==> src/rtl/rundown_pkg.sv <==
package rundown_pkg;

    typedef enum logic [1:0] {
        PH_IDLE,
        PH_RUN,
        PH_GAP,
        PH_SUM
    } phase_t;

    // Rate of slope k relative to the gentlest one: base^(n-1-k)
    function automatic int slope_weight(int base, int nslopes, int k);
        int w;
        w = 1;
        for (int i = 0; i < nslopes - 1 - k; i++) begin
            w = w * base;
        end
        return w;
    endfunction

endpackage

==> src/rtl/rs_slope_ctrl.sv <==
module rs_slope_ctrl
    import rundown_pkg::*;
#(
    parameter int NUM_SLOPES  = 4,
    parameter int CNT_W       = 5,
    parameter int FIRST_LIMIT = 20,
    parameter int LATER_LIMIT = 12
) (
    input  logic                          clk,
    input  logic                          rst,
    input  logic                          start,
    input  logic                          start_pol,
    input  logic                          cmp,
    output logic [NUM_SLOPES-1:0]         slope_en,
    output logic                          slope_dir,
    output logic                          busy,
    output logic                          accept,
    output logic                          cap_valid,
    output logic [$clog2(NUM_SLOPES)-1:0] cap_idx,
    output logic [CNT_W-1:0]              cap_cnt,
    output logic                          sum_go,
    output logic                          abort
);
    localparam int IDX_W = $clog2(NUM_SLOPES);
    localparam logic [IDX_W-1:0] LAST_IDX = IDX_W'(NUM_SLOPES - 1);
    localparam logic [CNT_W-1:0] LIM_FIRST = CNT_W'(FIRST_LIMIT);
    localparam logic [CNT_W-1:0] LIM_LATER = CNT_W'(LATER_LIMIT);

    phase_t           ph_q;
    logic [IDX_W-1:0] idx_q;
    logic [CNT_W-1:0] cnt_q;
    logic             dir_q;
    logic [CNT_W-1:0] lim;
    logic             crossed;

    assign lim     = (idx_q == '0) ? LIM_FIRST : LIM_LATER;
    assign crossed = (cmp != dir_q);

    assign accept    = (ph_q == PH_IDLE) && start;
    assign cap_valid = (ph_q == PH_RUN) && crossed;
    assign abort     = (ph_q == PH_RUN) && !crossed && (cnt_q == lim - 1'b1);
    assign sum_go    = (ph_q == PH_SUM);
    assign cap_idx   = idx_q;
    assign cap_cnt   = cnt_q + 1'b1;
    assign busy      = (ph_q != PH_IDLE);
    assign slope_dir = dir_q;

    for (genvar k = 0; k < NUM_SLOPES; k++) begin : g_en
        assign slope_en[k] = (ph_q == PH_RUN) && (idx_q == IDX_W'(k));
    end

    always_ff @(posedge clk) begin
        if (rst) begin
            ph_q  <= PH_IDLE;
            idx_q <= '0;
            cnt_q <= '0;
            dir_q <= 1'b0;
        end else begin
            unique case (ph_q)
                PH_IDLE: begin
                    if (start) begin
                        ph_q  <= PH_RUN;
                        idx_q <= '0;
                        cnt_q <= '0;
                        dir_q <= start_pol;
                    end
                end
                PH_RUN: begin
                    if (crossed) begin
                        ph_q <= (idx_q == LAST_IDX) ? PH_SUM : PH_GAP;
                    end else if (abort) begin
                        ph_q <= PH_IDLE;
                    end else begin
                        cnt_q <= cnt_q + 1'b1;
                    end
                end
                PH_GAP: begin
                    ph_q  <= PH_RUN;
                    idx_q <= idx_q + 1'b1;
                    cnt_q <= '0;
                    dir_q <= ~dir_q;
                end
                default: ph_q <= PH_IDLE;
            endcase
        end
    end

endmodule

==> src/rtl/rs_count_store.sv <==
module rs_count_store #(
    parameter int NUM_SLOPES = 4,
    parameter int CNT_W      = 5
) (
    input  logic                                clk,
    input  logic                                rst,
    input  logic                                clear,
    input  logic                                cap_valid,
    input  logic [$clog2(NUM_SLOPES)-1:0]       cap_idx,
    input  logic [CNT_W-1:0]                    cap_cnt,
    output logic [NUM_SLOPES-1:0][CNT_W-1:0]    counts
);
    localparam int IDX_W = $clog2(NUM_SLOPES);

    for (genvar k = 0; k < NUM_SLOPES; k++) begin : g_slot
        always_ff @(posedge clk) begin
            if (rst || clear) begin
                counts[k] <= '0;
            end else if (cap_valid && cap_idx == IDX_W'(k)) begin
                counts[k] <= cap_cnt;
            end
        end
    end

endmodule

==> src/rtl/rs_combine.sv <==
module rs_combine
    import rundown_pkg::*;
#(
    parameter int NUM_SLOPES = 4,
    parameter int BASE       = 10,
    parameter int CNT_W      = 5,
    parameter int RES_W      = 24
) (
    input  logic [NUM_SLOPES-1:0][CNT_W-1:0] counts,
    output logic signed [RES_W-1:0]          sum
);
    logic signed [RES_W-1:0] term [NUM_SLOPES];

    for (genvar k = 0; k < NUM_SLOPES; k++) begin : g_term
        localparam int W_K = slope_weight(BASE, NUM_SLOPES, k);
        assign term[k] = $signed({{(RES_W-CNT_W){1'b0}}, counts[k]})
                       * $signed(RES_W'(W_K));
    end

    always_comb begin
        sum = '0;
        for (int k = 0; k < NUM_SLOPES; k++) begin
            if (k % 2 == 0) sum = sum + term[k];
            else            sum = sum - term[k];
        end
    end

endmodule

==> src/rtl/rundown_seq.sv <==
module rundown_seq
    import rundown_pkg::*;
#(
    parameter int NUM_SLOPES  = 4,
    parameter int BASE        = 10,
    parameter int MARGIN      = 2,
    parameter int FIRST_LIMIT = 20,
    parameter int RES_W       = 24
) (
    input  logic                    clk,
    input  logic                    rst,
    input  logic                    start,
    input  logic                    start_pol,
    input  logic                    cmp,
    output logic [NUM_SLOPES-1:0]   slope_en,
    output logic                    slope_dir,
    output logic                    busy,
    output logic                    done,
    output logic                    error,
    output logic signed [RES_W-1:0] result
);
    localparam int LATER_LIMIT = BASE + MARGIN;
    localparam int MAX_LIMIT   = (FIRST_LIMIT > LATER_LIMIT) ? FIRST_LIMIT : LATER_LIMIT;
    localparam int CNT_W       = $clog2(MAX_LIMIT + 1);
    localparam int IDX_W       = $clog2(NUM_SLOPES);

    logic                             accept;
    logic                             cap_valid;
    logic [IDX_W-1:0]                 cap_idx;
    logic [CNT_W-1:0]                 cap_cnt;
    logic                             sum_go;
    logic                             abort;
    logic [NUM_SLOPES-1:0][CNT_W-1:0] counts;
    logic signed [RES_W-1:0]          sum;
    logic                             pol_q;

    rs_slope_ctrl #(
        .NUM_SLOPES (NUM_SLOPES),
        .CNT_W      (CNT_W),
        .FIRST_LIMIT(FIRST_LIMIT),
        .LATER_LIMIT(LATER_LIMIT)
    ) u_ctrl (
        .clk      (clk),
        .rst      (rst),
        .start    (start),
        .start_pol(start_pol),
        .cmp      (cmp),
        .slope_en (slope_en),
        .slope_dir(slope_dir),
        .busy     (busy),
        .accept   (accept),
        .cap_valid(cap_valid),
        .cap_idx  (cap_idx),
        .cap_cnt  (cap_cnt),
        .sum_go   (sum_go),
        .abort    (abort)
    );

    rs_count_store #(
        .NUM_SLOPES(NUM_SLOPES),
        .CNT_W     (CNT_W)
    ) u_store (
        .clk      (clk),
        .rst      (rst),
        .clear    (accept),
        .cap_valid(cap_valid),
        .cap_idx  (cap_idx),
        .cap_cnt  (cap_cnt),
        .counts   (counts)
    );

    rs_combine #(
        .NUM_SLOPES(NUM_SLOPES),
        .BASE      (BASE),
        .CNT_W     (CNT_W),
        .RES_W     (RES_W)
    ) u_comb (
        .counts(counts),
        .sum   (sum)
    );

    always_ff @(posedge clk) begin
        if (rst) begin
            pol_q  <= 1'b0;
            result <= '0;
            done   <= 1'b0;
            error  <= 1'b0;
        end else begin
            done  <= sum_go | abort;
            error <= abort;
            if (accept) begin
                pol_q  <= start_pol;
                result <= '0;
            end else if (abort) begin
                result <= '0;
            end else if (sum_go) begin
                result <= pol_q ? sum : -sum;
            end
        end
    end

endmodule

==> config.mk <==
export PLATFORM = sky130hd
export DESIGN_NAME = rundown_seq
export DESIGN_NICKNAME = d
export VERILOG_FILES = /design/src/rtl/rundown_pkg.sv /design/src/rtl/rs_slope_ctrl.sv /design/src/rtl/rs_count_store.sv /design/src/rtl/rs_combine.sv /design/src/rtl/rundown_seq.sv
export SDC_FILE = /design/constraint.sdc
export NUM_CORES = 1
export LEC_CHECK = 0
export BUFFER_PORTS_ARGS = -buffer_cell sky130_fd_sc_hd__buf_2
export CORE_MARGIN = 3
export CORE_UTILIZATION = 35
export DETAILED_ROUTE_END_ITERATION = 8
export GPL_TIMING_DRIVEN = 1
export PLACE_DENSITY = 0.56
export SETUP_SLACK_MARGIN = 0.15
export SYNTH_ARGS = -nofsm -noshare
export SYNTH_HDL_FRONTEND = slang
export SYNTH_SLANG_ARGS = --single-unit
==> constraint.sdc <==
create_clock -name clk -period 10.6 [get_ports clk]
set_input_delay 1.06 -clock clk [delete_from_list [all_inputs] [get_ports clk]]
set_output_delay 1.06 -clock clk [all_outputs]
set_load 0.02 [all_outputs]
**Yosys cells after proc, flatten, opt, wreduce, memory -nomap -nowiden**

Cells that the tools add are included.

- Flip-flop bits (word level): 57
- Bits of input ports: 5
- Output and inout port bits: 32
- Logic and storage cells: 74

- Add/subtract/negate cells: 7
- Multipliers: 3
- Equal/unequal tests: 12
- Multiplexer cells: 15
- Bitwise operators: 2
- Reductions and logical operators: 23

Operator list:

| cell | count |
|---|---|
| adder 24 bit | 1 |
| two-way mux 24 bit | 1 |
| negation 24 bit | 1 |
| subtractor 24 bit | 1 |
| subtractor 24 x 6 -> 24 bit | 1 |
| two-way mux 5 bit | 4 |
| case mux 5 bit (3 select lines) | 1 |
| logical AND 1 bit | 12 |
| multiplier 5 x 7 -> 12 bit (second input constant) | 1 |
| multiplier 5 x 5 -> 10 bit (second input constant) | 1 |
| equality test 2 bit (second input constant) | 4 |
| multiplier 5 x 3 -> 8 bit (second input constant) | 1 |
| two-way mux 2 bit | 4 |
| != test 2 bit (second input constant) | 3 |
| case mux 2 bit (3 select lines) | 1 |
| adder 5 x 1 -> 5 bit (second input constant) | 1 |
| equality test 5 bit | 1 |
| subtractor 5 x 1 -> 5 bit (second input constant) | 1 |
| equality test 2 x 1 -> 1 bit (second input constant) | 2 |
| logical NOT 2 bit | 2 |
| case mux 2 bit (2 select lines) | 1 |
| AND reduction 2 bit | 2 |
| AND reduction 4 bit | 1 |
| nonzero test 2 bit | 2 |
| other kinds (11) | 12 |

**Depth between registers and ports, before layout**

- Depth in word-level cells: 8
- Depth in mapped cells: 25
- Gate-level depth less buffers: 24

**By module**

A second synthesis with hierarchy kept.

- Cell total of the unflattened synthesis: 663
- Area, all modules: 5693.0 um2

By module, submodules not included:

| module | instances | cells an instance | area each (um2) | seq. area each (um2) |
|---|---|---|---|---|
| rs_combine | 1 | 335 | 2718.9 | 0.0 |
| rundown_seq | 1 | 173 | 1436.4 | 540.5 |
| rs_count_store | 1 | 76 | 885.8 | 400.4 |
| rs_slope_ctrl | 1 | 79 | 651.9 | 200.2 |

**Least setup slack after synthesis**

OpenSTA, ideal clock, no wires.

- Kind: flip-flop to flip-flop
- Start point: register u_store.counts[3] (netlist bit)
- End point: register result[17]
- Setup time: 114 ps
- Data arrival time: 5516 ps
- Data required time: 10486 ps
- Setup slack: 4970 ps
- Cell stages (with the launch flop): 25
- Path buffers: 1
- Clock period less this slack: 5630 ps
- Cells stage by stage: dfxtp_1 -> fa_1 -> fa_1 -> inv_1 -> fa_1 -> inv_1 -> ha_1 -> inv_1 -> o21bai_1 -> a21oi_1 -> xnor2_1 -> ha_1 -> inv_1 -> ha_1 -> ha_1 -> buf_2 -> a21oi_1 -> o21ai_0 -> a221o_1 -> a21oi_2 -> xor2_1 -> nand3_1 -> o31ai_1 -> a31oi_1 -> a21o_1

- Word-level cells in the longest chain between the ends: 6

Ends and longest elaborated chain:

| item | line | source |
|---|---|---|
| from (decl) | rs_count_store.sv:11 | `output logic [NUM_SLOPES-1:0][CNT_W-1:0] counts` |
| from (signal, indexed assignment) | rs_count_store.sv:20 | `counts[k] <= cap_cnt;` |
| multiplier 5 x 7 -> 12 bit * | rs_combine.sv:17 | `* $signed(RES_W'(W_K));` |
| subtractor 24 bit * | rs_combine.sv:24 | `else sum = sum - term[k];` |
| adder 24 bit * | rs_combine.sv:23 | `if (k % 2 == 0) sum = sum + term[k];` |
| subtractor 24 x 6 -> 24 bit * | rs_combine.sv:24 |  |
| negation 24 bit | rundown_seq.sv:97 | `result <= pol_q ? sum : -sum;` |
| two-way mux 24 bit * | rundown_seq.sv:97 |  |
| to (signal assigned) | rundown_seq.sv:97 |  |
| to (decl) | rundown_seq.sv:20 | `output logic signed [RES_W-1:0] result` |

Every way passes the cells marked *; elsewhere a longest branch is shown, timed or not.
A chain may end at the register's enable or synchronous reset.

**Final worst setup path**

- Start point: register u_store.counts[3] (netlist bit)
- End point: register result[23]

The elaborated chain is that of the path after synthesis.

==> impl_results.md <==
- Detailed-route DRC error count: 0
- Cts repair resizes: 0
- RSZ-0062 raised after global routing: false
- GRT met3 Usage: 0.0296
- CTS Sinks: 57
- DRT iter0 DRCs: 236
- Std-Cell Core Area: 13500 µm²
- Area growth syn-to-layout: 12.6%
- Worst-path clk slew: 0.05 ns
- Critical path endpoint category: register
- Sequential-to-total area share from yosys stat: 0.232
- Ys async rst share: 0
- H-tree depth: 3
- Power Total: 0.000751 W
- M1 GR Usage: 0.187
- Largest net degree at the start of global routing: 35
- Worst skew pair latency: 0.34 ns
- GP Congestion: 0.904
- Vias in the first global route: 3697
- Worst VDD drop: 78.8 µV
- Slew margin rel.: 0.272
- Drt first pass iters: 4
- Avg Inst Size Synth: 8.58 µm²
- Gr busiest metal: met2
- Die Ht: 125 µm
- Number of diodes: 0
- Max clock buf depth: 2
- Startpoint Class: register
- Initial Util: 0.364
- Syn_nets: 676
- WP data required: 10.82 ns
- IO Pins: 37
- Cts bufs inserted: 9
- Row cnt: 42
- Mapped Area: 4910 µm²
- Final slew viol count: 0
- Share of cells above drive strength 1: 0.0995
- Pwr dens: 136 nW/µm²
- Largest cells by area after synthesis: dfxtp_1 23%, ha_1 19%, fa_1 9.4%, inv_1 5.7%, nor2_1 5.6%
- Data arrival time of the critical path: 6.31 ns
- Wirelength, routed: 10.6 mm
- Leak Pwr: 2.63 nW
- Vias per cell: 4.96
- Synth warn: 0
- Worst-path maximum fanout: 10
- Clock skew: 0.00594 ns
- IO buf count: 36
- Setup TNS: 0 ns
- Global-route wire length before repair: 18.2 mm
- Period utilization: 0.574
- Top FF cell, synth: dfxtp_1
- Cell with the most instances after synthesis: ha_1
- Hold buffers post-CTS: 0
- Tightest Pin Transition: 1.09 ns
- Initial antenna violation count: 0
- Antenna-violating nets left: 0
- Hold Vio Cnt, Final: 0
- Overall Global Routing Usage: 0.142
- Hold_ws: 0.451 ns
- Synthesized instance count: 573
- Die X: 125 µm
- Post-synth top area share: 0.232
- Top cells by count, synth: 75 x ha_1, 74 x inv_1, 73 x nor2_1
- Status: complete, no violations
- HP Class: register to register
- EDFF count, synth: 0
- Synth area leader: dfxtp_1
- Synth Register Bits: 57
- Post-synth cell types: 52
- Die area: 15500 µm²
- Post-CTS Setup Inserts: 0
- F_max: 164 MHz
- Setup violations, final: 0
- Net count, final: 701
- Maxcap violations: 0
- Grt ovf: 0
- DP Wirelength: 8.57 mm
- Clock root cell: clkbuf_16
- Met2 GRT Util: 0.224
- Fin crit period: 6.09 ns
- Via count: 3863
- CP Class: register to register
- CTS tree: yes
- WL/cell: 13.6 µm
[layer usage]
metal | vias to the layer above | wire, µm
met3 | 14 | 394
met5 | - | 0
met4 | 0 | 208
met2 | 69 | 4840
met1 | 1774 | 5120
li1 | 2006 | -
[cell usage in the layout, fill, tap and decap left out, types with 14 or more instances in the layout]
cell	instances
buf_2	36
a21o_1	15
a211oi_1	25
xor2_1	14
xnor2_1	29
inv_1	74
a21oi_1	36
fa_1	23
dfxtp_1	57
ha_1	75
nor2_1	73
nand3_1	14
[state kept, by name (all words and copies together), names as in the netlist]
| signal | flops |
|---|---|
| result | 24 |
| u_store.counts | 20 |
| u_ctrl.cnt_q | 5 |
| u_ctrl.cap_idx | 2 |
| u_ctrl.ph_q | 2 |
| done | 1 |
| error | 1 |
| pol_q | 1 |
| u_ctrl.slope_dir | 1 |
[cell families (layout without fill, tap and decap cells)]
group           count (synthesis)  after routing  synth area share
xor+xnor                       43             43            0.0766
buf+inv                        96            126            0.0751
fa+ha+maj                      98             98             0.285
compound gates                124            124             0.171
simple gates                  144            144             0.138
flops                          57             57             0.232
mux                            11             11            0.0227
[area by class of cell]
cell class                      count  area, µm²
Fill cell                        1351       7970
Multi-Input combinational cell    420       3400
Sequential cell                    57       1140
Inverter                           74        278
Clock buffer                       10        229
Tap cell                          176        220
Timing Repair Buffer               36        180
Clock inverter                      6       82.6
[worst paths after layout]
check,start,endpoint,slack [ns],cells after the start
hold reg to reg,result[19],result[19],0.45,1
hold / removal,result[19],result[19],0.45,1
setup reg to reg,u_store.counts[3],result[23],4.51,23
setup / recovery,u_store.counts[3],result[23],4.51,23
[per-stage QoR]
step / cell area, µm² / cells / utilization / worst slack, ns
floorplan: 4910 / 573 / - / 4.97
global placement: 5220 / 763 / 0.387 / 4.70
detailed placement: 5220 / 763 / 0.387 / 4.54
CTS: 5540 / 779 / 0.410 / 4.50
global route: 5540 / 779 / 0.410 / 3.96
finish: 5540 / 779 / 0.410 / 4.51
[power by group]
| part | total, W | internal [W] | leakage (nW) | switching, W |
|---|---|---|---|---|
| Sequential | 0.000222 | 0.000218 | 0.460 | 0.00000461 |
| Combinational | 0.000226 | 0.0000902 | 2.02 | 0.000135 |
| Clock | 0.000303 | 0.000204 | 0.152 | 0.0000995 |
| Total | 0.000751 | 0.000512 | 2.63 | 0.000239 |
[worst max-delay path, stage by stage, from the launching register on]
cell and delay, ns:
dfxtp_1 0.48, fa_1 0.55, fa_1 0.53, inv_1 0.05, fa_1 0.49, inv_1 0.04
ha_1 0.32, inv_1 0.10, o21bai_1 0.08, a21oi_1 0.21, xnor2_1 0.10, ha_1 0.27
inv_1 0.04, ha_1 0.29, ha_1 0.43, a21oi_1 0.23, o21ai_0 0.20, a221o_1 0.41
a21oi_2 0.23, xor2_1 0.19, nand3_1 0.13, o31ai_1 0.21, a31oi_1 0.20, a21o_1 0.20
(Power assumes the default switching activity.)
